`src/rtl/dock_move_pkg.sv`:
```
package dock_move_pkg;
  localparam int INSN_W   = 25;
  // Field positions that the sequencer decodes.
  localparam int BIT_U    = 24;
  localparam int BIT_KIND = 21;
  localparam int BIT_RPT  = 20;
  localparam int BIT_IMM  = 19;
  localparam int BIT_DEC  = 18;
  localparam int BIT_FIN  = 17;
  localparam int BIT_SHIP = 16;
  localparam int BIT_CAP  = 15;
  localparam int BIT_FOUT = 14;

  typedef struct packed {
    logic uncond;
    logic is_move;
    logic rpt;
    logic imm;
    logic dec;
    logic fin;
    logic ship;
    logic cap;
    logic fout;
  } move_ctl_t;

  typedef enum logic [1:0] {ACT_IDLE, ACT_DROP, ACT_KILL, ACT_FIRE} move_act_e;

  function automatic move_ctl_t decode_move(input logic [INSN_W-1:0] w);
    move_ctl_t c;
    c.uncond  = w[BIT_U];
    c.is_move = ~w[BIT_KIND];
    c.rpt     = w[BIT_RPT];
    c.imm     = w[BIT_IMM];
    c.dec     = w[BIT_DEC];
    c.fin     = w[BIT_FIN];
    c.ship    = w[BIT_SHIP];
    c.cap     = w[BIT_CAP];
    c.fout    = w[BIT_FOUT];
    return c;
  endfunction
endpackage

```
`src/rtl/dock_move_slot.sv`:
```
// One-entry output register with valid/ready draining.
module dock_move_slot #(
  parameter int DATA_W = 32
) (
  input  logic              clk,
  input  logic              rst_n,
  input  logic              load,
  input  logic [DATA_W-1:0] load_data,
  output logic              out_valid,
  input  logic              out_ready,
  output logic [DATA_W-1:0] out_data
);
  always_ff @(posedge clk) begin
    if (!rst_n) begin
      out_valid <= 1'b0;
      out_data  <= '0;
    end else if (load) begin
      out_valid <= 1'b1;
      out_data  <= load_data;
    end else if (out_ready) begin
      out_valid <= 1'b0;
    end
  end

  // The sequencer may fill the slot only while it is empty.
  assert_fill_empty_R5: assert property (@(posedge clk) disable iff (!rst_n)
    load |-> !out_valid);
  // A word waiting for the consumer does not change.
  assert_hold_stable_R5: assert property (@(posedge clk) disable iff (!rst_n)
    (out_valid && !out_ready && !load) |=> (out_valid && $stable(out_data)));
endmodule

```
`src/rtl/dock_move_flags.sv`:
```
// Predicate flag, loop counter and zero flag.
module dock_move_flags #(
  parameter int LC_W = 16
) (
  input  logic            clk,
  input  logic            rst_n,
  input  logic            dec,
  input  logic            kill,
  input  logic            set_en,
  input  logic            set_val,
  input  logic            load_en,
  input  logic [LC_W-1:0] load_val,
  output logic            p,
  output logic [LC_W-1:0] lc,
  output logic            z
);
  localparam logic [LC_W-1:0] LC_ONE = {{(LC_W-1){1'b0}}, 1'b1};

  logic do_step, hit_zero;

  assign do_step  = dec && !load_en && (lc != '0);
  assign hit_zero = do_step && (lc == LC_ONE);
  assign z        = (lc == '0);

  always_ff @(posedge clk) begin
    if (!rst_n) begin
      lc <= '0;
      p  <= 1'b0;
    end else begin
      if (load_en)      lc <= load_val;
      else if (do_step) lc <= lc - LC_ONE;

      if (set_en)                p <= set_val;
      else if (kill || hit_zero) p <= 1'b0;
    end
  end

  assert_floor_R8: assert property (@(posedge clk) disable iff (!rst_n)
    (dec && !load_en && lc == '0 && !set_en && !kill) |=> (lc == '0 && $stable(p)));
  assert_step_R8: assert property (@(posedge clk) disable iff (!rst_n)
    (dec && !load_en && lc != '0) |=> (lc == $past(lc) - LC_ONE));
  assert_zero_clears_R8: assert property (@(posedge clk) disable iff (!rst_n)
    (dec && !load_en && lc == LC_ONE && !set_en) |=> !p);
  assert_set_wins_R12: assert property (@(posedge clk) disable iff (!rst_n)
    set_en |=> (p == $past(set_val)));
  assert_load_wins_R12: assert property (@(posedge clk) disable iff (!rst_n)
    load_en |=> (lc == $past(load_val)));
endmodule

```
`src/rtl/dock_move_seq.sv`:
```
// Holds one move and decides each cycle: discard, kill, fire or wait.
module dock_move_seq
  import dock_move_pkg::*;
(
  input  logic              clk,
  input  logic              rst_n,
  input  logic              in_valid,
  input  logic [INSN_W-1:0] in_word,
  output logic              in_ready,
  input  logic              p_flag,
  input  logic              tp_pend,
  input  logic              fin_ok,
  input  logic              ship_ok,
  input  logic              fout_empty,
  output move_act_e         act,
  output logic              cur_fin,
  output logic              cur_ship,
  output logic              cur_cap,
  output logic              cur_fout,
  output logic              cur_dec,
  output logic              cur_rpt
);
  logic      busy_q;
  move_ctl_t ctl_q;
  logic      retire;

  always_comb begin
    act = ACT_IDLE;
    if (busy_q) begin
      if (!ctl_q.is_move || (!ctl_q.uncond && !p_flag))
        act = ACT_DROP;
      else if (!ctl_q.imm && tp_pend)
        act = ACT_KILL;
      else if (fout_empty && (!ctl_q.fin || fin_ok) && (!ctl_q.ship || ship_ok))
        act = ACT_FIRE;
    end
  end

  assign retire   = (act == ACT_DROP) || (act == ACT_KILL) ||
                    ((act == ACT_FIRE) && !ctl_q.rpt);
  assign in_ready = !busy_q;

  always_ff @(posedge clk) begin
    if (!rst_n) begin
      busy_q <= 1'b0;
      ctl_q  <= '0;
    end else if (in_valid && in_ready) begin
      busy_q <= 1'b1;
      ctl_q  <= decode_move(in_word);
    end else if (retire) begin
      busy_q <= 1'b0;
    end
  end

  assign cur_fin  = ctl_q.fin;
  assign cur_ship = ctl_q.ship;
  assign cur_cap  = ctl_q.cap;
  assign cur_fout = ctl_q.fout;
  assign cur_dec  = ctl_q.dec;
  assign cur_rpt  = ctl_q.rpt;

  assert_accept_busy_R1: assert property (@(posedge clk) disable iff (!rst_n)
    (in_valid && in_ready) |=> !in_ready);
endmodule

```
`src/rtl/dock_move_exec.sv`:
```
module dock_move_exec
  import dock_move_pkg::*;
#(
  parameter int DATA_W     = 32,
  parameter int LC_W       = 16,
  parameter bit INPUT_DOCK = 1'b0
) (
  input  logic              clk,
  input  logic              rst_n,
  input  logic              instr_valid,
  output logic              instr_ready,
  input  logic [INSN_W-1:0] instr_word,
  input  logic              fin_valid,
  output logic              fin_ready,
  input  logic [DATA_W-1:0] fin_data,
  output logic              fout_valid,
  input  logic              fout_ready,
  output logic [DATA_W-1:0] fout_data,
  input  logic              ship_in_valid,
  output logic              ship_in_ready,
  input  logic [DATA_W-1:0] ship_in_data,
  output logic              ship_out_valid,
  input  logic              ship_out_ready,
  output logic [DATA_W-1:0] ship_out_data,
  input  logic              torpedo,
  input  logic              set_p_en,
  input  logic              set_p_val,
  input  logic              lc_load_en,
  input  logic [LC_W-1:0]   lc_load_val,
  output logic              flag_p,
  output logic              flag_z,
  output logic [LC_W-1:0]   lc_value
);
  move_act_e         act;
  logic              fire, kill, tp_pend, ship_ok;
  logic              cur_fin, cur_ship, cur_cap, cur_fout, cur_dec, cur_rpt;
  logic [DATA_W-1:0] latch_q, in_sel, out_word;

  assign fire     = (act == ACT_FIRE);
  assign kill     = (act == ACT_KILL);
  assign in_sel   = cur_fin ? fin_data : ship_in_data;
  assign out_word = cur_cap ? in_sel : latch_q;
  assign fin_ready = fire && cur_fin;

  dock_move_seq u_seq (
    .clk        (clk),
    .rst_n      (rst_n),
    .in_valid   (instr_valid),
    .in_word    (instr_word),
    .in_ready   (instr_ready),
    .p_flag     (flag_p),
    .tp_pend    (tp_pend),
    .fin_ok     (fin_valid),
    .ship_ok    (ship_ok),
    .fout_empty (!fout_valid),
    .act        (act),
    .cur_fin    (cur_fin),
    .cur_ship   (cur_ship),
    .cur_cap    (cur_cap),
    .cur_fout   (cur_fout),
    .cur_dec    (cur_dec),
    .cur_rpt    (cur_rpt)
  );

  dock_move_flags #(.LC_W(LC_W)) u_flags (
    .clk      (clk),
    .rst_n    (rst_n),
    .dec      (fire && cur_dec),
    .kill     (kill),
    .set_en   (set_p_en),
    .set_val  (set_p_val),
    .load_en  (lc_load_en),
    .load_val (lc_load_val),
    .p        (flag_p),
    .lc       (lc_value),
    .z        (flag_z)
  );

  dock_move_slot #(.DATA_W(DATA_W)) u_fout (
    .clk       (clk),
    .rst_n     (rst_n),
    .load      (fire && cur_fout),
    .load_data (out_word),
    .out_valid (fout_valid),
    .out_ready (fout_ready),
    .out_data  (fout_data)
  );

  always_ff @(posedge clk) begin
    if (!rst_n) begin
      latch_q <= '0;
      tp_pend <= 1'b0;
    end else begin
      if (fire && cur_cap) latch_q <= in_sel;
      tp_pend <= (tp_pend && !kill) || torpedo;
    end
  end

  generate
    if (INPUT_DOCK) begin : g_input_dock
      dock_move_slot #(.DATA_W(DATA_W)) u_ship (
        .clk       (clk),
        .rst_n     (rst_n),
        .load      (fire && cur_ship),
        .load_data (out_word),
        .out_valid (ship_out_valid),
        .out_ready (ship_out_ready),
        .out_data  (ship_out_data)
      );
      assign ship_ok       = !ship_out_valid;
      assign ship_in_ready = 1'b0;
      logic unused_ship_in;
      assign unused_ship_in = ship_in_valid;
    end else begin : g_output_dock
      assign ship_ok        = ship_in_valid;
      assign ship_in_ready  = fire && cur_ship;
      assign ship_out_valid = 1'b0;
      assign ship_out_data  = '0;
      logic unused_ship_out;
      assign unused_ship_out = ship_out_ready;
    end
  endgenerate

  // A torpedo removal clears P unless software writes P in the same cycle.
  assert_kill_clears_R11: assert property (@(posedge clk) disable iff (!rst_n)
    (kill && !set_p_en) |=> !flag_p);
  // A repeating move stays held after it fires.
  assert_repeat_holds_R10: assert property (@(posedge clk) disable iff (!rst_n)
    (fire && cur_rpt) |=> !instr_ready);
  // A fabric word is taken only while one is offered.
  assert_fin_offered_R4: assert property (@(posedge clk) disable iff (!rst_n)
    fin_ready |-> fin_valid);
endmodule

```
`config.mk`:
```
export PLATFORM = sky130hd
export DESIGN_NAME = dock_move_exec
export DESIGN_NICKNAME = d
export VERILOG_FILES = /design/src/rtl/dock_move_pkg.sv /design/src/rtl/dock_move_slot.sv /design/src/rtl/dock_move_flags.sv /design/src/rtl/dock_move_seq.sv /design/src/rtl/dock_move_exec.sv
export SDC_FILE = /design/constraint.sdc
export NUM_CORES = 1
export LEC_CHECK = 0
export BUFFER_PORTS_ARGS = -buffer_cell sky130_fd_sc_hd__buf_2
export CORE_MARGIN = 5
export CORE_UTILIZATION = 40
export DETAILED_ROUTE_END_ITERATION = 12
export PLACE_DENSITY = 0.75
export SETUP_SLACK_MARGIN = 0.2
export SYNTH_ARGS = -nofsm -noshare
export SYNTH_HDL_FRONTEND = slang
export SYNTH_SLANG_ARGS = --single-unit
```
`constraint.sdc`:
```
create_clock -name clk -period 2.4 [get_ports clk]
set_input_delay 0.48 -clock clk [delete_from_list [all_inputs] [get_ports clk]]
set_output_delay 0.48 -clock clk [all_outputs]
set_load 0.01 [all_outputs]
```
; ---- Word level (Yosys, flattened, before mapping)
; Index checks and enable logic that the tools add are counted.
[totals]
wordCells = 75
output_inout_bits = 87
in_bits = 116
ff_bits = 93
[classes]
addsub = 1
n_reduce_logical = 39
eq_ne = 4
n_mux = 14
n_bitwise = 1
[op_table]
columns = op, count
row1 = 2-to-1 mux 32 bit, 2
row2 = 2-to-1 mux 16 bit, 2
row3 = equality test 16 x 1 -> 1 bit (second input constant), 1
row4 = logical NOT 16 bit, 1
row5 = nonzero test 16 bit, 1
row6 = subtractor 16 x 1 -> 16 bit (second input constant), 1
row7 = logical AND 1 bit, 15
row8 = logical NOT 1 bit, 11
row9 = 2-to-1 mux 2 bit, 4
row10 = nonzero test 2 bit, 4
row11 = logical OR 1 bit, 7
row12 = 2-to-1 mux 1 bit, 6
row13 = equality test 2 bit (second input constant), 2
row14 = equality test 2 x 1 -> 1 bit (second input constant), 1
row15 = NOT 1 bit, 1

; ---- Logic depth before layout (Yosys ltp)
; Gate-level depths: netlist of run 1.
[depth]
ltp_word = 16
ltp_mapped = 13
mapped_depth_nobuf = 9

; ---- Hierarchy
; A second synthesis of run 1 with hierarchy kept.
[unflattened]
cells_unflattened = 533
hier_area_um2 = 5181.2
[by_module_without_submodules]
columns = mod, n_inst, cells_each, seq_area_each_um2, area_each_um2
row1 = dock_move_exec, 1, 224, 660.6, 2244.7
row2 = dock_move_slot, 1, 106, 660.6, 1277.5
row3 = dock_move_flags, 1, 148, 340.3, 1209.9
row4 = dock_move_seq, 1, 55, 200.2, 449.2

; ---- Worst setup path before layout of run 1
; Ideal clock, no wire load.
[synth_path]
path_kind = flip-flop to flip-flop
start = register u_seq.ctl_q (netlist bit u_seq.cur_fin)
end = register u_flags.lc[8]
synth_period_minus_slack_ns = 2.674
stages_incl_launch_ff = 13
slack_ns = -0.274
n_path_buf = 3
setup_time_ns = 0.074
arrival_ns = 2.600
cell_sequence = dfxtp_1 clkbuf_1 nor2b_1 nor3_1 nor2_1 nor3_1 ha_1 clkbuf_1 and3b_1 clkbuf_1 nand2_1 or4_1 a31oi_1
[synth_via]
elab_chain_cells = 13
[synth_rtl]
columns = item, line_no
row1 = "start, declared", dock_move_seq.sv:24  ; move_ctl_t ctl_q;
row2 = "start signal, assigned", dock_move_seq.sv:49  ; ctl_q <= decode_move(in_word);
row3 = logical NOT 1 bit, dock_move_seq.sv:34  ; else if (fout_empty && (!ctl_q.fin || fin_ok) && (!ctl_q.ship || ship_ok))
row4 = logical OR 1 bit, dock_move_seq.sv:34
row5 = logical AND 1 bit (2 in a row), dock_move_seq.sv:34
row6 = 2-to-1 mux 2 bit, dock_move_seq.sv:34
row7 = 2-to-1 mux 2 bit, dock_move_seq.sv:32  ; else if (!ctl_q.imm && tp_pend)
row8 = 2-to-1 mux 2 bit, dock_move_seq.sv:30  ; if (!ctl_q.is_move || (!ctl_q.uncond && !p_flag))
row9 = 2-to-1 mux 2 bit, dock_move_seq.sv:29  ; if (busy_q) begin
row10 = equality test 2 bit, dock_move_exec.sv:39  ; assign fire = (act == ACT_FIRE);
row11 = logical AND 1 bit, dock_move_exec.sv:68  ; .dec (fire && cur_dec),
row12 = logical AND 1 bit (2 in a row), dock_move_flags.sv:21  ; assign do_step = dec && !load_en && (lc != '0);
row13 = nonzero test 2 bit (no source line), --
row14 = "end signal, assigned", dock_move_flags.sv:30  ; if (load_en) lc <= load_val;
row15 = "end signal, assigned", dock_move_flags.sv:31  ; else if (do_step) lc <= lc - LC_ONE;
row16 = "end, declared", dock_move_flags.sv:14  ; output logic [LC_W-1:0] lc,
; No other way between the ends.
; A chain may end at the register's enable or synchronous reset.

; ---- Final worst setup path of run 1
[layout_path]
start = register u_flags.lc[1]
end = output flag_z
[layout_via]
elab_chain_cells = 1
[layout_rtl]
columns = item, line_no
row1 = logical NOT 16 bit, dock_move_flags.sv:23  ; assign z = (lc == '0);
row2 = "end, declared", dock_move_exec.sv:31  ; output logic flag_z,
; No other way between the ends.

==> results.yml, run 1 <==
outcome:
  status: "complete, but fails checks"
  violations: "setup timing"
clocking:
  cts_made_buffers: 9
  clock-sinks: 93
  htree_levels: 3
  clockBufferDepth: 2
  cts_tree: "done"
  ctsHoldBuffers: 0
  clk_latency_ns: 0.34
  clkTransAtPathRegs_ns: 0.07
  clock-root-buffer: "clkbuf_16"
yosys:
  synth_cell_type_count: 49
  muxShareOfSynthArea_pct: 7.00
  syn_area_um2: 4570
  ys_seq_elements: 93
  synth-adder-area-share_pct: 1.09
  synth_ff_type: "dfxtp_1"
  synth_xor_area_share_pct: 0
  synth_warnings: 0
  yosys.area_share.simple_pct: 19.0
  synthCells: 555
  async_flop_share_pct: 0
  synth_top_family_by_area: "compound AO/OA/AOI/OAI gates"
  avgSynthCellArea_um2: 8.24
  synth-edff-count: 0
  synth_compound_area_share_pct: 21.7
  ys_seq_area_share_pct: 40.7
die:
  io-pin-count: 203
  die_w_um: 117
  coreArea_um2: 11300
  die_height_um: 117
  rows: 39
  start_util_pct: 40.4
  die-area_um2: 13700
cells_and_area:
  layout_commonest_cell: "buf_2"
  final_cells: 859
  antennaDiodeCount: 0
  multi_input_area_um2: 2520
  drive_above_1_share_pct: 36.0
  regArea_um2: 1890
  fin_nets: 833
  layout_common_cells: "buf_2 (149), nor2_1 (104), dfxtp_1 (81)"
  syn_to_final_growth_pct: 33.2
  fillCellCount: 1013
  fin_area_um2: 6090
sta:
  finalHoldViolCount: 0
  finalClockSkew_ns: 0.00840
  rsz0062_at_grt: "true"
  setup_viol: 1
  tightest_slew_ns: 0.718
  slew_violations: 0
  final.min_clock_period_ns: 2.42
  timing.final.ws_setup_ns: -0.0245
  fin_crit_sh_pct: 101
  fmax_mhz: 412
  slew_headroom_pct: 52.0
global_routing:
  antenna_found_initial: 0
  grt_usage_pct: 17.9
  grt_pass1_vias: 4200
  grt_pass1_wl_um: 19900
  grt_max_degree: 66
  grt.overflow.total: 0
flow_run:
  max_cap_viol_count: 0
route:
  firstDrtPassIters: 4
  wl_per_cell_um: 16.1
  routed-via-count: 4601
  vias_per_cell: 5.36
  ant_nets: 0
  drt_wl_total_um: 13800
  route.detailed.drc: 0
  drtIter0Drc: 353
setup_path:
  crit_path_end_kind: "output pin"
  slowest_delay_ns: 0.52
  crit_path_max_fanout: 5
  cpMaxStageDelayCell: "or4_4"
  start_kind: "flip-flop"
  r2r_slack_ns: 0.18
  arrival_ns: 1.94
  crit_family: "simple AND/OR/NAND/NOR gates"
  critPathKind: "reg2out"
  crit_chain: "inv_4 > ha_4 > or3b_4 > or4_4 > clkinv_4 > buf_6"
  worstPathRequired_ns: 1.92
  critPathBufInv: 3
power_and_ir_drop:
  leakage_nw: 2.54
  power.switching_w: 0.000922
  p_int_w: 0.00251
  swShare_pct: 26.9
  powerDensity_nw_per_um2: 563
  seqPwrFrac_pct: 47.2
  clkPwrFrac_pct: 38.9
  comb_power_share_pct: 13.8
  max-vdd-ir-drop_mv: 0.293
min_path:
  hold_path_class: "in2reg"
place:
  globalplace.congestion: 0.934
  place_hpwl_um: 8990
  place_area_um2: 5420
  dp.cells: 824
  port-buffer-count: 152
cell families after synthesis:
family	after synthesis
adder cells (fa/ha/maj)	4
other	1
AND/OR/NAND/NOR	190
AO/OA/AOI/OAI	149
multiplexers	32
flip-flops	93
buffers and inverters	86
cell usage after synthesis (2+ instances only):
master | count | area (um^2)
or4_1 | 11 | 82.6
and2_1 | 3 | 18.8
nand4_1 | 2 | 12.5
nor4_1 | 3 | 18.8
nand2b_1 | 2 | 12.5
a31oi_1 | 11 | 68.8
o311ai_0 | 4 | 35.0
o31ai_1 | 3 | 22.5
buf_4 | 33 | 248
nor3_1 | 6 | 30.0
nor2b_1 | 5 | 31.3
o21ai_0 | 8 | 40.0
clkbuf_1 | 30 | 113
ha_1 | 4 | 50.1
dfxtp_1 | 93 | 1860
a21oi_1 | 45 | 225
nor2_1 | 104 | 390
nand2_1 | 32 | 120
or2_2 | 2 | 12.5
a211oi_1 | 66 | 495
or3_1 | 9 | 56.3
nand3_1 | 3 | 15.0
o211ai_1 | 2 | 15.0
buf_1 | 10 | 37.5
mux2i_1 | 32 | 320
inv_1 | 9 | 33.8
power by group through the flow:
stage	combinational [W]	clock [W]	sequential (W)
after detailed placement	0.000424	0	0.00165
final	0.000475	0.00134	0.00162
after CTS	0.000447	0.00136	0.00162
after floorplan	0.000299	0	0.00164
after global routing	0.000519	0.00143	0.00163
after global placement	0.000414	0	0.00165
through the flow:
stage          TNS (ns)  worst slack [ns]  utilization (%)  total power [W]  hold WS [ns]
2_1_floorplan         0             0.157                -          0.00194         0.433
3_3_place_gp   -0.00169          -0.00169             47.8          0.00206         0.441
3_5_place_dp     -0.257           -0.0571             47.8          0.00208         0.452
4_1_cts         -0.0281           -0.0281             51.6          0.00342         0.325
5_1_grt         -0.0793           -0.0793             53.8          0.00357         0.334
6_report        -0.0245           -0.0245             53.8          0.00343         0.338
routing by layer:
| layer | up-vias | global-route usage [%] | share of wire [%] |
|---|---|---|---|
| li1 | 2229 | - | - |
| met1 | 2187 | 22.9 | 41 |
| met2 | 165 | 29.6 | 50 |
| met3 | 20 | 2.78 | 6.3 |
| met4 | 0 | 8.72 | 2.0 |
| met5 | - | 0 | 0 |
sequential cells by signal, summed over array words and instances, names as in the netlist, 3 cells and up:
register and cells:
u_flags.lc 16, latch_q 32, u_fout.out_data 32, u_seq.ctl_q 3
final cells by class:
type,count,share of cell area (%)
tap,143,2.94
clock buffer,10,3.92
multi-input combinational,408,41.4
clock inverter,4,0.554
sequential,93,31.0
timing repair buffer,191,19.4
inverter,10,0.780
worst paths after layout:
path	start	end	cells after the start
worst min-delay path	instr_word[21]	u_seq.ctl_q[7]	2
worst max register to register	u_seq.cur_fin	u_flags.lc[10]	9
worst max-delay path	u_flags.lc[1]	flag_z	6
worst min register to register	u_seq.cur_rpt	u_seq.cur_rpt	2
what timing repair did:
action / 4_1_cts / 5_1_grt
endpoints found under the setup margin: 12 / 78
gates resized for setup: 24 / 25
setup buffers: 10 / 7
pin swaps: 9 / 7
cloned: 0 / 4
No activity file was read; power rests on OpenSTA's default activity.
==> run 2: changes to the inputs <==
PLACE_DENSITY = 0.81   (was 0.75)
==> run 2 against run 1 <==
The flow still finishes with violations (setup timing); critical path depth stayed put; final area up 1.4%; global-route usage shrank 0.89 points; sequential power about the same; sequential share of layout area down 0.65 points; die area stayed put; non-clock buffer count is 5 higher; largest cell class unchanged; largest power group unchanged.
==> results.yml, run 2 (synthesis results as in run 1) <==
route:
  route.detailed.drc: 0
  vias_per_cell: 5.32
  ant_nets: 0
  firstDrtPassIters: 5
  routed-via-count: 4606
  wl_per_cell_um: 15.3
  drt_wl_total_um: 13200
  drtIter0Drc: 321
cells_and_area:
  drive_above_1_share_pct: 36.0
  final_cells: 865
  layout_common_cells: "buf_2 (149), nor2_1 (103), dfxtp_1 (86)"
  top_regs: "latch_q x32, u_fout.out_data x32, u_flags.lc x16"
  layout_commonest_cell: "buf_2"
  fin_area_um2: 6180
  fin_nets: 838
  fin_util_pct: 54.6
  syn_to_final_growth_pct: 35.1
  antennaDiodeCount: 0
sta:
  finalHoldViolCount: 0
  setup_viol: 1
  slew_headroom_pct: 57.7
  final.min_clock_period_ns: 2.45
  fmax_mhz: 409
  fin_crit_sh_pct: 102
  whs_ns: 0.344
  rsz0062_at_grt: "true"
  tightest_slew_ns: 0.628
  timing.final.ws_setup_ns: -0.0452
  slew_violations: 0
  finalClockSkew_ns: 0.00894
place:
  place_area_um2: 5470
  globalplace.congestion: 0.933
  place_hpwl_um: 8600
  port-buffer-count: 152
  dp.cells: 830
setup_path:
  crit_chain: "inv_2 > ha_4 > or3b_4 > or4_4 > clkinv_4 > buf_6"
  start_kind: "flip-flop"
  arrival_ns: 1.97
  slowest_delay_ns: 0.56
  critPathKind: "reg2out"
  crit_path_end_kind: "output pin"
  worstPathRequired_ns: 1.92
  crit_path_max_fanout: 2
  cpMaxStageDelayCell: "or4_4"
clocking:
  clkTransAtPathRegs_ns: 0.07
  htree_levels: 3
  clock-root-buffer: "clkbuf_16"
  cts_tree: "done"
  ctsHoldBuffers: 0
  clock-sinks: 93
  clk_latency_ns: 0.34
  cts_made_buffers: 9
  clockBufferDepth: 2
die:
  coreArea_um2: 11300
  start_util_pct: 40.4
  die-area_um2: 13700
  rows: 39
  die_height_um: 117
  io-pin-count: 203
  die_w_um: 117
min_path:
  hold_path_class: "in2reg"
global_routing:
  grt_usage_pct: 17.0
  antenna_found_initial: 0
  grt_max_degree: 69
  grt_pass1_vias: 4071
  grt_pass1_wl_um: 18900
  grt.overflow.total: 0
flow_run:
  max_cap_viol_count: 0
power_and_ir_drop:
  leakage_nw: 2.57
  max-vdd-ir-drop_mv: 0.278
  powerDensity_nw_per_um2: 569
outcome:
  status: "complete, but fails checks"
  violations: "setup timing"
==> run 2: timing repair <==
action / CTS / global route
endpoints found under the hold margin: 0 / 0
gates cloned: 0 / 4
setup buffers: 11 / 5
pin swaps: 12 / 11
endpoints found under the setup margin: 12 / 80
gates resized for setup: 22 / 20
==> run 2: worst paths after layout <==
| kind | end | startpoint | slack [ns] | cells past startpoint |
|---|---|---|---|---|
| worst max-delay path | flag_z | u_flags.lc[1] | -0.05 | 6 |
| worst min-delay path | u_seq.ctl_q[7] | instr_word[21] | 0.34 | 2 |
| worst max register to register | u_flags.lc[10] | u_seq.cur_fin | 0.16 | 9 |
| worst min register to register | u_seq.cur_rpt | u_seq.cur_rpt | 0.46 | 2 |
==> run 2: where the power goes <==
part           switching, W  internal (W)
combinational      0.000280      0.000213
clock              0.000610      0.000812
sequential        0.0000278       0.00157
==> run 2: critical path: cells and delay by family, from the launching register on <==
| kind | cells | cell delay [ns] |
|---|---|---|
| buffers and inverters | 3 | 0.23 |
| adder cells (fa/ha/maj) | 1 | 0.13 |
| flip-flops | 1 | 0.32 |
| AND/OR/NAND/NOR | 2 | 0.94 |
==> run 2: final cells by class <==
cell class | instances | area, um^2
Fill cell | 1043 | 5140
Multi-Input combinational cell | 408 | 2540
Sequential cell | 93 | 1880
Timing Repair Buffer | 196 | 1240
Clock buffer | 9 | 225
Tap cell | 143 | 179
Clock inverter | 6 | 73.8
Inverter | 10 | 45.0
==> run 2: per-layer routing <==
metal	global-route usage (%)	part of all wire, %
met1	21.4	42
met2	28.7	48
met3	2.62	6.3
met4	8.03	2.9
met5	0	0
==> run 2: metrics by stage <==
stage | setup WS [ns] | power (W) | setup TNS [ns]
detailed placement | -0.113 | 0.00208 | -0.467
global placement | 0.00407 | 0.00208 | 0
global route | -0.0859 | 0.00365 | -0.0859
finish | -0.0452 | 0.00352 | -0.0452
CTS | -0.0858 | 0.00352 | -0.0858
floorplan | 0.157 | 0.00194 | 0
